===== src/rtl/segdac_pkg.sv =====
package segdac_pkg;
  localparam int unsigned DEF_TOP_BITS = 5;
  localparam int unsigned DEF_MID_BITS = 4;
  localparam int unsigned DEF_LOW_BITS = 5;

  // Number of unary cells needed for a field of the given width
  function automatic int unsigned unary_cells(input int unsigned bits);
    return (1 << bits) - 1;
  endfunction
endpackage


===== src/rtl/seg_capture.sv =====
module seg_capture #(
  parameter int unsigned CODE_W = 14
) (
  input  logic              clk,
  input  logic              rst,
  input  logic              sleep,
  input  logic [CODE_W-1:0] din,
  output logic [CODE_W-1:0] cap
);
  always_ff @(posedge clk) begin
    if (rst || sleep) cap <= '0;
    else              cap <= din;
  end

  // a sampled sleep discards the incoming word
  a_r7_sleep_drops_word: assert property (@(posedge clk) disable iff (rst)
    sleep |=> (cap == '0));
endmodule


===== src/rtl/seg_thermo.sv =====
module seg_thermo #(
  parameter int unsigned IN_W = 5,
  localparam int unsigned OUT_N = (1 << IN_W) - 1
) (
  input  logic [IN_W-1:0]  val,
  output logic [OUT_N-1:0] therm
);
  for (genvar g = 0; g < OUT_N; g++) begin : g_cell
    assign therm[g] = (32'(val) > g);
  end
endmodule


===== src/rtl/seg_drive_reg.sv =====
module seg_drive_reg #(
  parameter int unsigned W = 31
) (
  input  logic         clk,
  input  logic         rst,
  input  logic         hold,
  input  logic [W-1:0] d,
  output logic [W-1:0] q_a,
  output logic [W-1:0] q_b
);
  // Separate A and B banks so each switch side has its own matched flop
  always_ff @(posedge clk) begin
    if (rst || hold) q_a <= '0;
    else             q_a <= d;
  end

  always_ff @(posedge clk) begin
    if (rst || hold) q_b <= '1;
    else             q_b <= ~d;
  end

  // pair lines stay complementary
  a_r5_pair_complement: assert property (@(posedge clk) disable iff (rst)
    1'b1 |=> ((q_a ^ q_b) == '1));

  // hold forces idle state on the next edge
  a_r7_hold_idle: assert property (@(posedge clk) disable iff (rst)
    hold |=> (q_a == '0 && q_b == '1));

  // reset leaves the idle state behind it
  a_r8_reset_idle: assert property (@(posedge clk)
    rst |=> (q_a == '0 && q_b == '1));
endmodule


===== src/rtl/seg_switch_decoder.sv =====
module seg_switch_decoder
  import segdac_pkg::*;
#(
  parameter int unsigned TOP_BITS = DEF_TOP_BITS,
  parameter int unsigned MID_BITS = DEF_MID_BITS,
  parameter int unsigned LOW_BITS = DEF_LOW_BITS,
  localparam int unsigned CODE_W = TOP_BITS + MID_BITS + LOW_BITS,
  localparam int unsigned TOP_N  = (1 << TOP_BITS) - 1,
  localparam int unsigned MID_N  = (1 << MID_BITS) - 1
) (
  input  logic              clk,
  input  logic              rst,
  input  logic              sleep,
  input  logic [CODE_W-1:0] din,
  output logic [TOP_N-1:0]  top_a,
  output logic [TOP_N-1:0]  top_b,
  output logic [MID_N-1:0]  mid_a,
  output logic [MID_N-1:0]  mid_b,
  output logic [LOW_BITS-1:0] low_a,
  output logic [LOW_BITS-1:0] low_b
);
  localparam int unsigned MID_LSB = LOW_BITS;
  localparam int unsigned TOP_LSB = LOW_BITS + MID_BITS;
  localparam int unsigned TOP_WT  = 1 << TOP_LSB;
  localparam int unsigned MID_WT  = 1 << MID_LSB;
  localparam int unsigned FULL    = (1 << CODE_W) - 1;

  logic [CODE_W-1:0] cap;
  logic [TOP_N-1:0]  top_dec;
  logic [MID_N-1:0]  mid_dec;

  // Stage 1: input capture
  seg_capture #(.CODE_W(CODE_W)) u_cap (
    .clk(clk), .rst(rst), .sleep(sleep), .din(din), .cap(cap)
  );

  // Segment decoders
  seg_thermo #(.IN_W(TOP_BITS)) u_top_dec (
    .val(cap[CODE_W-1:TOP_LSB]), .therm(top_dec)
  );
  seg_thermo #(.IN_W(MID_BITS)) u_mid_dec (
    .val(cap[TOP_LSB-1:MID_LSB]), .therm(mid_dec)
  );

  // Stage 2: aligned drive banks
  seg_drive_reg #(.W(TOP_N)) u_top_drv (
    .clk(clk), .rst(rst), .hold(sleep), .d(top_dec), .q_a(top_a), .q_b(top_b)
  );
  seg_drive_reg #(.W(MID_N)) u_mid_drv (
    .clk(clk), .rst(rst), .hold(sleep), .d(mid_dec), .q_a(mid_a), .q_b(mid_b)
  );
  seg_drive_reg #(.W(LOW_BITS)) u_low_drv (
    .clk(clk), .rst(rst), .hold(sleep), .d(cap[LOW_BITS-1:0]),
    .q_a(low_a), .q_b(low_b)
  );

  // ---- checks ----
  logic [1:0] age;
  always_ff @(posedge clk) begin
    if (rst)           age <= '0;
    else if (age != 2) age <= age + 2'd1;
  end

  int unsigned wsum_a, wsum_b;
  always_comb begin
    wsum_a = $countones(top_a) * TOP_WT + $countones(mid_a) * MID_WT + 32'(low_a);
    wsum_b = $countones(top_b) * TOP_WT + $countones(mid_b) * MID_WT + 32'(low_b);
  end

  // coarse group is a thermometer
  a_r2_top_thermo: assert property (@(posedge clk) disable iff (rst)
    ((top_a & (top_a + 1'b1)) == '0));

  // fine group is a thermometer
  a_r3_mid_thermo: assert property (@(posedge clk) disable iff (rst)
    ((mid_a & (mid_a + 1'b1)) == '0));

  // weighted totals track the word two edges back
  a_r6_sum_matches_code: assert property (@(posedge clk) disable iff (rst)
    (age == 2'd2 && !$past(sleep) && !$past(sleep, 2)) |->
      (wsum_a == 32'($past(din, 2)) && wsum_b == FULL - 32'($past(din, 2))));
endmodule


===== config.mk =====
export PLATFORM = sky130hd
export DESIGN_NAME = seg_switch_decoder
export DESIGN_NICKNAME = d
export VERILOG_FILES = /design/src/rtl/segdac_pkg.sv /design/src/rtl/seg_capture.sv /design/src/rtl/seg_thermo.sv /design/src/rtl/seg_drive_reg.sv /design/src/rtl/seg_switch_decoder.sv
export SDC_FILE = /design/constraint.sdc
export NUM_CORES = 1
export LEC_CHECK = 0
export ABC_AREA = 1
export BUFFER_PORTS_ARGS = -buffer_cell sky130_fd_sc_hd__buf_2
export CELL_PAD_IN_SITES_DETAIL_PLACEMENT = 1
export CELL_PAD_IN_SITES_GLOBAL_PLACEMENT = 2
export CORE_ASPECT_RATIO = 0.75
export CORE_MARGIN = 2
export CORE_UTILIZATION = 31
export DETAILED_ROUTE_END_ITERATION = 8
export PLACE_DENSITY = 0.9
export REMOVE_ABC_BUFFERS = 1
export SYNTH_ARGS = -nofsm -noshare
export SYNTH_HDL_FRONTEND = slang
export SYNTH_HIERARCHICAL = 1
export SYNTH_SLANG_ARGS = --single-unit

===== constraint.sdc =====
create_clock -name clk -period 1.54 [get_ports clk]
set_input_delay 0.154 -clock clk [delete_from_list [all_inputs] [get_ports clk]]
set_output_delay 0.154 -clock clk [all_outputs]
set_load 0.02 [all_outputs]

# --- Yosys cells after proc, flatten, opt, wreduce, memory -nomap -nowiden ---
# Cells that the tools add are included.
# W data, S select, Z words.
classes:
  reduce_logical: 1
  n_bitwise: 3
  n_lt_le_gt_ge: 46
ops:
  columns: ["cell", "count"]
  rows:
  - ["$gt A5 B5 Y1 const B", 15]
  - ["$gt A5 B4 Y1 const B", 8]
  - ["$not A31 Y31", 1]
  - ["$gt A4 B4 Y1 const B", 7]
  - ["$gt A5 B3 Y1 const B", 4]
  - ["$gt A4 B3 Y1 const B", 4]
  - ["$not A15 Y15", 1]
  - ["$gt A5 B1 Y1 const B", 2]
  - ["$gt A5 B2 Y1 const B", 2]
  - ["$gt A4 B1 Y1 const B", 2]
  - ["$gt A4 B2 Y1 const B", 2]
  - ["$not A5 Y5", 1]
  - ["$logic_or A1 B1 Y1", 1]
totals:
  register_bits: 116
  out_inout_bits: 102
  input_bits: 17

# --- Depth between registers and ports, before layout ---
# Gate-level depths: netlist of run 1.
logic_depth:
  depth_word: 2
  ltp_mapped: 7
  depth_no_buf: 6

# --- Hierarchy ---
# Netlist of run 1, hierarchy kept.
modules_own_cells:
  columns: ["module", "area_each_um2", "instances", "cells_per_inst"]
  rows:
  - ["seg_drive_reg at u_top_drv", 1715.4, 1, 165]
  - ["seg_drive_reg at u_mid_drv", 825.8, 1, 81]
  - ["seg_capture", 445.4, 1, 46]
  - ["seg_thermo at u_top_dec", 292.8, 1, 64]
  - ["seg_drive_reg at u_low_drv", 276.5, 1, 29]
  - ["seg_thermo at u_mid_dec", 115.1, 1, 26]

# --- Worst setup path after synthesis of run 1 ---
# OpenSTA, ideal clock, no wires.
synth_path:
  kind: "register to register"
  from: "register u_cap.cap[12]"
  to: "register u_top_drv.q_a[4]"
  t_arrival_ns: 0.920
  stages_incl_launch_ff: 6
  n_path_buf: 1
  setup_ns: 0.111
  setup_slack_ns: 0.509
  path_cell_list: "dfxtp_1 -> buf_6 -> nor2_1 -> o21ai_0 -> inv_1 -> nor2_1"
synth_via:
  elab_chain_len: 1
synth_rtl:
  columns: ["item", "line_no", "text"]
  rows:
  - ["from (decl)", "seg_capture.sv:8", "output logic [CODE_W-1:0] cap"]
  - ["from (signal assigned)", "seg_capture.sv:12", "else cap <= din;"]
  - ["$gt A5 B3 Y1", "seg_thermo.sv:9", "assign therm[g] = (32'(val) > g);"]
  - ["via top_dec[4]", "seg_switch_decoder.sv:29", "logic [TOP_N-1:0] top_dec;"]
  - ["to (signal assigned)", "seg_drive_reg.sv:13", "if (rst || hold) q_a <= '0;"]
  - ["to (signal assigned)", "seg_drive_reg.sv:14", "else q_a <= d;"]
  - ["to (decl)", "seg_drive_reg.sv:8", "output logic [W-1:0] q_a,"]
# The timed path passes the listed nets, and every way through them passes these cells.
# A chain may end at the register's enable or synchronous reset.

# --- Worst setup path in the final report of run 1 ---
layout_path:
  from: "register u_cap.cap[12]"
  to: "register u_top_drv.q_a[30]"
layout_via:
  elab_chain_len: 1
layout_rtl:
  columns: ["item", "line_no"]
  rows:
  - ["$gt A5 B5 Y1", "seg_thermo.sv:9"]
  - ["via top_dec[30]", "seg_switch_decoder.sv:29"]
# The timed path passes the listed nets, and every way through them passes these cells.

==> metrics, run 1 <==
final count of hold timing violations=0; # port buffers=around 120; Top FF cell, synth=dfxtp_1; WHS Path Cells=3; Diodes inserted=0; Clk pin slew, worst setup/hold paths=~50 ps; Total Power=about 7000 uW; Leak Pwr=between 0.002 and 0.0025 uW; Sum Neg Setup Slack=0 ps; placed insts=678; Die Wd=130 um; cell with the most instances after synthesis=dfxtp_1; RR Endpoint=u_top_drv/q_a[30]; CP endpoint kind=flip-flop; non-filler cells, final=723; Synthesis Warnings=6; Overall Global Routing Usage=approximately 15%; met1 usage=between 10% and 20%; Avg Cell Area, Syn=between 8 and 9 um2; Mapped Area=3670 um2; worst clock skew=slightly below 8 ps; register area share after synthesis=approximately 63%; initial antenna violation count=0; Clock Tree Buf Depth=2; Synth top area share=between 60% and 70%; post-route ant nets=0; RSZ-0062 raised after global routing=no; Area Growth Syn to Fin=37.4%; leading area contributor after synthesis=dfxtp_1; grt total ovfl=0; initial DRC count=between 100 and 150; CP arrival=about 1600 ps; CP bufs+invs=2; Final nets=between 500 and 600; vias in the first global route=around 3000; CP max stage cell=dfxtp_1; final slew viol count=0; Slew headroom=69.0%; RePlAce Congestion=0.733; synth top area cells=dfxtp_1 (63%), inv_1 (8.5%), nand2_1 (7.8%); DRT Pass-1 Iters=4; Setup violations, final=0; top-level I/O count=between 100 and 150; status=finished clean; busiest layer in global routing=met2; Synth cell types=21; TritonCTS buffer count=17; routed wire length=9.18 mm; total core area=around 12000 um2; worst path required time=about 1900 ps; Reg-to-Reg Start=u_cap/cap[12]; crit path cell chain=nand2_2 -> nor2_2 -> inv_1 -> nor2_1 -> inv_1 -> nor2_1; Crit path largest cell delay=between 400 and 500 ps; worst vdd ir=0.000738 V; Hold Crit Class=input pin to flip-flop; min-delay src=rst; CTS tree=done; R2R setup slack=between 200 and 250 ps; first-pass GRT wire length=roughly 15 mm; post-route minimum period=~1300 ps; met2 Track Usage GR=roughly a quarter; number of enable flip-flop cells after synthesis=0; Syn Inst Count=between 400 and 500; Post-synth ARST share=0%; CTS root buf=clkbuf_16; layout cells sized above 1=about 35%; Initial Utilization=between 30% and 40%; WL/cell=12.7 um; family with the most delay on the worst path=simple AND/OR/NAND/NOR gates; commonest cells in the netlist=dfxtp_1 (116), inv_1 (83), nand2_1 (76); Final HPWL DP=around 6.5 mm; MaxCap Viol Count=0; Fillers=between 1000 and 1500; Hold WS=around 180 ps; GR Layer Usage met3=5.04%; clk_lat worst skew=400 ps; total die area=about 13000 um2; # DRC=0; peak fanout along the critical path=8; Peak Freq=about 770 MHz; Vias/cell=3.98; Clock Sinks=around 120; Reg2Reg Depth=6; largest net degree at the start of global routing=32; slew of the pin with the lowest slew margin=around 460 ps; # rows=34; period utilization=a little over four fifths; overall die height=approximately 98 um; final instance area=around 5000 um2; Yosys reg bits=roughly 120; multi-input logic area=roughly 870 um2; Placed Area=around 4300 um2; CP Class=flip-flop to flip-flop; P per Cell Area=approximately 1400 nW/um2; routed vias=about 2900; WHS Endpoint=u_low_drv/q_b[4]; CTS H-tree depth=4; critical path startpoint category=flip-flop; register area=around 2300 um2
[cells in the final DEF, fill, tap and decap left out]
cell             n
dlygate4sd3_1   14
nand2_4          3
a21oi_2          1
a21oi_1          4
nand3_1          9
bufinv_16        2
clkbuf_16       17
clkinv_2         6
inv_6            2
nor2_4           4
nand2_2          4
and2_1           1
nor2_2          23
buf_2          118
clkinvlp_4       4
nand2_1         76
dfxtp_1        115
buf_4            2
dfxtp_2          1
o21ai_0          6
inv_1           83
nor2_1          59
o21ai_2          1
inv_2            6
[repair_timing]
| action | in CTS | in global routing |
|---|---|---|
| setup buffers | 0 | 0 |
| gates resized for setup | 0 | 1 |
| hold endpoints to repair | 14 | 0 |
| hold buffers | 14 | 0 |
| setup endpoints to repair | 0 | 1 |
[kinds of logic after synthesis]
logic type             Yosys count  synth area share (%)
DFF                            116                  63.3
and+or+nand+nor                179                  21.9
AOI/OAI and AO/OA               12                  1.84
buffers and inverters          104                  13.0
[sequential cells by signal, summed over array words and instances (netlist names)]
register and count:
u_cap/cap 14, u_low_drv/q_a 5, u_low_drv/q_b 5, u_mid_drv/q_a 15, u_mid_drv/q_b 15, u_top_drv/q_a 31
u_top_drv/q_b 31
[per-layer routing]
layer	vias up	share of wire, %
li1	1446	-
met1	1339	45
met2	78	48
met3	12	5.4
met4	0	1.4
met5	-	0
[cell type report]
type / instances / share of cell area, %
multi-input cells: 191 / 17.3
clock inverters: 14 / 2.73
repair buffers: 134 / 14.8
flip-flops and latches: 116 / 46.1
clock buffers: 17 / 8.44
inverters: 89 / 6.63
well taps: 162 / 4.02
[worst max-delay path by stage]
stage / cells past startpoint / slack [ps] / end / startpoint
finish: 6 / 240 / u_top_drv/q_a[30] / u_cap/cap[12]
global route: 6 / 90 / u_top_drv/q_a[30] / u_cap/cap[12]
CTS: 6 / 170 / u_top_drv/q_a[30] / u_cap/cap[11]
detailed placement: 6 / 200 / u_top_drv/q_a[30] / u_cap/cap[11]
global placement: 6 / 330 / u_top_drv/q_a[28] / u_cap/cap[11]
floorplan: 6 / 430 / u_top_drv/q_a[28] / u_cap/cap[11]
[report_power, final]
part	total (uW)	internal [uW]	switching [uW]
clock	3710	2350	1360
sequential	3100	3060	32.4
combinational	369	121	248
[worst reg2reg max path, cell delays in order (launching register included)]
cell	delay [ps]
dfxtp_1	480
nand2_2	170
nor2_2	160
inv_1	80
nor2_1	140
inv_1	70
nor2_1	130
[per-stage QoR]
step	utilization [%]	worst slack, ps
floorplan	-	434
global placement	37.5	332
detailed placement	37.5	198
CTS	43.6	169
global route	43.6	93.7
finish	43.6	237
Note: power is estimated with default switching activity, not from simulation.
==> run 2, diff against run 1 <==
--- a/config.mk
+++ b/config.mk
@@ -11,9 +11,9 @@
 export CELL_PAD_IN_SITES_GLOBAL_PLACEMENT = 2
 export CORE_ASPECT_RATIO = 0.75
 export CORE_MARGIN = 2
-export CORE_UTILIZATION = 31
+export CORE_UTILIZATION = 28
 export DETAILED_ROUTE_END_ITERATION = 8
-export PLACE_DENSITY = 0.9
+export PLACE_DENSITY = 0.83
 export REMOVE_ABC_BUFFERS = 1
 export SYNTH_ARGS = -nofsm -noshare
 export SYNTH_HDL_FRONTEND = slang
==> constraint.sdc (replaced) <==
create_clock -name clk -period 1.34 [get_ports clk]
set_input_delay 0.134 -clock clk [delete_from_list [all_inputs] [get_ports clk]]
set_output_delay 0.134 -clock clk [all_outputs]
set_load 0.02 [all_outputs]
==> run 2 against run 1 <==
Via count shrank 0.66%. Register-to-register slack lost 40 ps. Die area grew 10%. Cell count grew 1.8%. Design area grew 3.0%. Clock skew shrank 0.80 ps. Flip-flop and latch count is the same. Utilization shrank 3.3 points. Critical path depth is the same. Highest routed layer unchanged. Global-route usage shrank 1.4 points. First-iteration DRC count shrank 46%. Power grew 25%.
==> metrics, run 2 (synthesis results as in run 1) <==
RR Endpoint=u_top_drv/q_a[28]; critical path startpoint category=flip-flop; clk_lat worst skew=around 400 ps; Hold Crit Class=input pin to flip-flop; routed wire length=around 9 mm; CTS tree=done; peak fanout along the critical path=9; Final HPWL DP=about 6.3 mm; WL/cell=about 12 um; Vias/cell=about 3.9; Largest regs=u_top_drv/q_a: 31 flops, u_top_drv/q_b: 31 flops; min-delay src=sleep; # port buffers=118; Post-Route Utilization=approximately 40%; worst clock skew=about 7.1 ps; commonest non-fill, non-tap cell in the layout=buf_2; Clock Tree Buf Depth=2; largest net degree at the start of global routing=32; P per Cell Area=1730 nW/um2; worst path required time=about 1700 ps; final count of hold timing violations=0; initial DRC count=about 60; register area=roughly 2300 um2; CTS root buf=clkbuf_16; slew of the pin with the lowest slew margin=between 400 and 500 ps; Sum Neg Setup Slack=0 ps; status=finished clean; # DRC=0; WHS Path Cells=3; RePlAce Congestion=slightly above 0.7; grt total ovfl=0; total core area=12900 um2; most frequent cells in the layout=buf_2 (118), dfxtp_1 (112), inv_1 (83); RSZ-0062 raised after global routing=no; post-route minimum period=about 1100 ps; TritonCTS buffer count=17; top-level I/O count=119; Clock Sinks=116; Area Growth Syn to Fin=41.4%; Fillers=1540; Initial Utilization=between 20% and 30%; Peak Freq=around 870 MHz; DRT Pass-1 Iters=4; CTS H-tree depth=4; Reg2Reg Depth=6; vias in the first global route=~2900; routed vias=roughly 2900; Die Wd=between 100 and 150 um; Clk pin slew, worst setup/hold paths=about 50 ps; layout cells sized above 1=35.0%; period utilization=a little under nine tenths; Diodes inserted=0; post-route ant nets=0; Setup violations, final=0; multi-input logic area=873 um2; CP Class=flip-flop to flip-flop; Leak Pwr=roughly 0.0024 uW; # rows=36; Total Power=roughly 9000 uW; initial antenna violation count=0; CP endpoint kind=flip-flop; WHS Endpoint=u_low_drv/q_b[1]; Reg-to-Reg Start=u_cap/cap[11]; first-pass GRT wire length=about 15 mm; worst vdd ir=approximately 0.00084 V; final slew viol count=0; R2R setup slack=approximately 200 ps; MaxCap Viol Count=0; overall die height=between 100 and 150 um; total die area=between 10000 and 15000 um2; CP arrival=between 1000 and 1500 ps; Overall Global Routing Usage=~14%; Slew headroom=between 70 and 80%; Final nets=around 570
-- run 2: changes by cell type in the layout (fill, tap and decap cells not counted), sizes merged --
| cell | delta |
|---|---|
| clkbuf | +7 |
| clkinv | -5 |
| buf | +3 |
| bufinv | +3 |
| clkinvlp | -2 |
| inv | -2 |
-- run 2: power by group --
part | internal (uW) | total [uW] | switching, uW
Sequential | 3520 | 3560 | 36.8
Combinational | 146 | 432 | 286
Clock | 3490 | 4990 | 1500
Total | 7160 | 8990 | 1830
-- run 2: worst max-delay path by stage --
stage	startpoint	to	cells after the start
finish	u_cap/cap[11]	u_top_drv/q_a[28]	6
global route	u_cap/cap[11]	u_top_drv/q_a[30]	6
CTS	u_cap/cap[11]	u_top_drv/q_a[28]	6
detailed placement	u_cap/cap[11]	u_top_drv/q_a[28]	6
global placement	u_cap/cap[11]	u_top_drv/q_a[28]	6
floorplan	u_cap/cap[11]	u_top_drv/q_a[28]	6
-- run 2: worst max-delay path, cell delays in order, from the launching register on --
cell and delay [ps]:
dfxtp_2 440, inv_1 130, nor2_2 160, inv_1 70, nor2_1 130, inv_1 60, nor2_2 90
-- run 2: repair_timing --
action / CTS / global route
gates resized for setup: 0 / 4
endpoints found under the hold margin: 14 / 0
hold buffers: 14 / 0
endpoints found under the setup margin: 0 / 10
setup buffers: 0 / 0
-- run 2: stage by stage --
| stage | instance area (um2) | std cells | hold WS [ps] | setup WS, ps |
|---|---|---|---|---|
| after detailed placement | 4380 | 690 | 357 | 47.9 |
| after CTS | 5190 | 736 | 139 | 32.7 |
| after global placement | 4380 | 690 | 355 | 94.4 |
| after floorplan | 3530 | 396 | 237 | 234 |
| final | 5190 | 736 | 155 | 196 |
| after global routing | 5190 | 736 | 181 | 70.2 |
-- run 2: final cells by class --
cell class	count	share of cell area [%]
tap	171	4.12
inverter	89	6.44
multi-input combinational	191	16.8
sequential	116	44.8
clock buffer	24	9.47
timing repair buffer	137	15.0
clock inverter	8	3.28
-- run 2: per-layer routing --
metal	vias to the layer above	global-route usage, %	part of all wire [%]
li1	1455	-	-
met1	1320	17.0	46
met2	73	22.0	47
met3	8	6.15	6.5
met4	0	6.49	1.3
met5	-	0	0
==> run 3, diff against run 2 <==
--- a/config.mk
+++ b/config.mk
@@ -11,10 +11,11 @@
 export CELL_PAD_IN_SITES_GLOBAL_PLACEMENT = 2
 export CORE_ASPECT_RATIO = 0.75
 export CORE_MARGIN = 2
-export CORE_UTILIZATION = 28
+export CORE_UTILIZATION = 26
 export DETAILED_ROUTE_END_ITERATION = 8
-export PLACE_DENSITY = 0.83
+export PLACE_DENSITY = 0.79
 export REMOVE_ABC_BUFFERS = 1
+export SETUP_SLACK_MARGIN = 0.2
 export SYNTH_ARGS = -nofsm -noshare
 export SYNTH_HDL_FRONTEND = slang
 export SYNTH_HIERARCHICAL = 1
==> run 3 against run 2 <==
Routed wire length is 5.4% higher. Die area is 7.4% higher. Global-route usage is 0.71 points lower. Clock skew is 1.5 ps higher. Via count is 0.95% higher. Critical path depth stayed put.
==> metrics, run 3 (synthesis results as in run 1) <==
# rows=37; Die Wd=~140 um; Clk pin slew, worst setup/hold paths=about 50 ps; TritonCTS buffer count=17; total core area=13700 um2; overall die height=around 110 um; worst clock skew=around 8.6 ps; DRT Pass-1 Iters=4; Sum Neg Setup Slack=0 ps; worst vdd ir=about 0.00091 V; total die area=15100 um2; status=finished clean; final worst slack=~230 ps; P per Cell Area=between 1500 and 2000 nW/um2; Hold Crit Class=input pin to flip-flop; slew of the pin with the lowest slew margin=459 ps; RR Endpoint=u_top_drv/q_a[26]; post-route ant nets=0; Top cell by count, worst path=nor2_2; MaxCap Viol Count=0; initial DRC count=between 50 and 60; critical path startpoint category=flip-flop; Largest regs=u_top_drv/q_a: 31 flops, u_top_drv/q_b: 31 flops; Clock Tree Buf Depth=2; CP arrival=1380 ps; CP max stage cell=dfxtp_4; Vias/cell=3.88; clk_lat worst skew=roughly 400 ps; largest net degree at the start of global routing=32; final slew viol count=0; multi-input logic area=roughly 900 um2; CTS H-tree depth=4; CP startpoint=u_cap/cap[10]; period utilization=about 82%; most frequent cells in the layout=buf_2 (118), dfxtp_1 (112), inv_1 (80); Total Power=approximately 8400 uW; CTS root buf=clkbuf_16; Reg2Reg Depth=6; routed wire length=9.65 mm; Diodes inserted=0; first-pass GRT wire length=15.5 mm; crit path cell chain=buf_6 -> nor2_4 -> nor2_2 -> and2_1 -> inv_1 -> nor2_2; RSZ-0062 raised after global routing=yes; final count of hold timing violations=0; Final nets=around 570; Reg-to-Reg Start=u_cap/cap[10]; Clock Sinks=between 100 and 150; Overall Global Routing Usage=between 10% and 20%; commonest non-fill, non-tap cell in the layout=buf_2; initial antenna violation count=0; CP bufs+invs=2; Slew headroom=a little over two thirds; Fillers=1623; WL/cell=13.0 um; Final HPWL DP=between 6 and 7 mm; grt total ovfl=0; top-level I/O count=approximately 120; post-route minimum period=approximately 1100 ps; worst path required time=1620 ps; # DRC=0; Crit path largest cell delay=roughly 360 ps; Leak Pwr=between 0.002 and 0.0025 uW; Peak Freq=about 900 MHz; final instance area=5180 um2; CP Class=flip-flop to flip-flop; CP endpoint kind=flip-flop; RePlAce Congestion=roughly 0.67; Setup violations, final=0; routed vias=~2900; crit path to=u_top_drv/q_a[26]; Initial Utilization=a little over a quarter; vias in the first global route=3084; peak fanout along the critical path=7; Placement Setup Slack=70.7 ps; register area=2340 um2; CTS tree=done; # port buffers=about 120; CP Depth=6; R2R setup slack=about 230 ps; Placed Area=about 4400 um2; Area Growth Syn to Fin=41.2%; layout cells sized above 1=between 30% and 40%; family with the most delay on the worst path=simple AND/OR/NAND/NOR gates
## run 3: changes by cell type in the layout (fill, tap and decap cells not counted), sizes merged
cell,previous run,this run
clkbuf,24,17
clkinvlp,2,8
clkinv,1,5
bufinv,5,2
buf,123,125
inv,89,90
## run 3: repair_timing
item | in CTS | in global routing
buffers inserted | 2 | 1
pin swaps | 1 | 2
gates cloned | 0 | 1
hold endpoints to repair | 14 | 0
endpoints found under the setup margin | 22 | 27
hold buffers | 14 | 0
resized for setup | 7 | 16
## run 3: power breakdown
part | internal, uW | leakage [uW] | total, uW | switching, uW
Sequential | 3510 | 0.000946 | 3550 | 38.2
Combinational | 154 | 0.00115 | 449 | 295
Clock | 2740 | 0.000268 | 4430 | 1680
## run 3: worst min-delay path by stage
stage	start	end	slack, ps	cells past startpoint
global route	rst	u_low_drv/q_b[2]	190	3
floorplan	rst	u_low_drv/q_b[0]	240	2
detailed placement	din[4]	u_cap/cap[4]	360	3
global placement	din[0]	u_cap/cap[0]	350	3
finish	rst	u_low_drv/q_b[3]	160	3
CTS	rst	u_low_drv/q_b[3]	160	3
## run 3: worst min-delay path, stage by stage
cell     delay, ps
buf_2          220
nor2_2         110
nand2_1         60
## run 3: per-layer routing
layer	part of all wire (%)	GRT usage [%]	vias up
li1	-	-	1464
met1	46	16.7	1336
met2	48	21.5	69
met3	4.6	3.97	14
met4	2.0	6.36	0
met5	0	0	-
## run 3: final cells by class
| cell class | count | area share (%) |
|---|---|---|
| sequential | 116 | 45.1 |
| multi-input combinational | 191 | 17.3 |
| timing repair buffer | 139 | 15.4 |
| clock buffer | 17 | 8.21 |
| inverter | 89 | 6.52 |
| tap | 175 | 4.23 |
| clock inverter | 15 | 3.07 |
| timing repair inverter | 1 | 0.145 |
## run 3: per-stage QoR
stage | cells | util [%] | hold slack (ps)
final | 743 | 37.7 | 163
after global routing | 743 | 37.7 | 194
after CTS | 741 | 37.3 | 163
after detailed placement | 693 | 31.9 | 363
after global placement | 693 | 31.9 | 354
after floorplan | 396 | - | 237
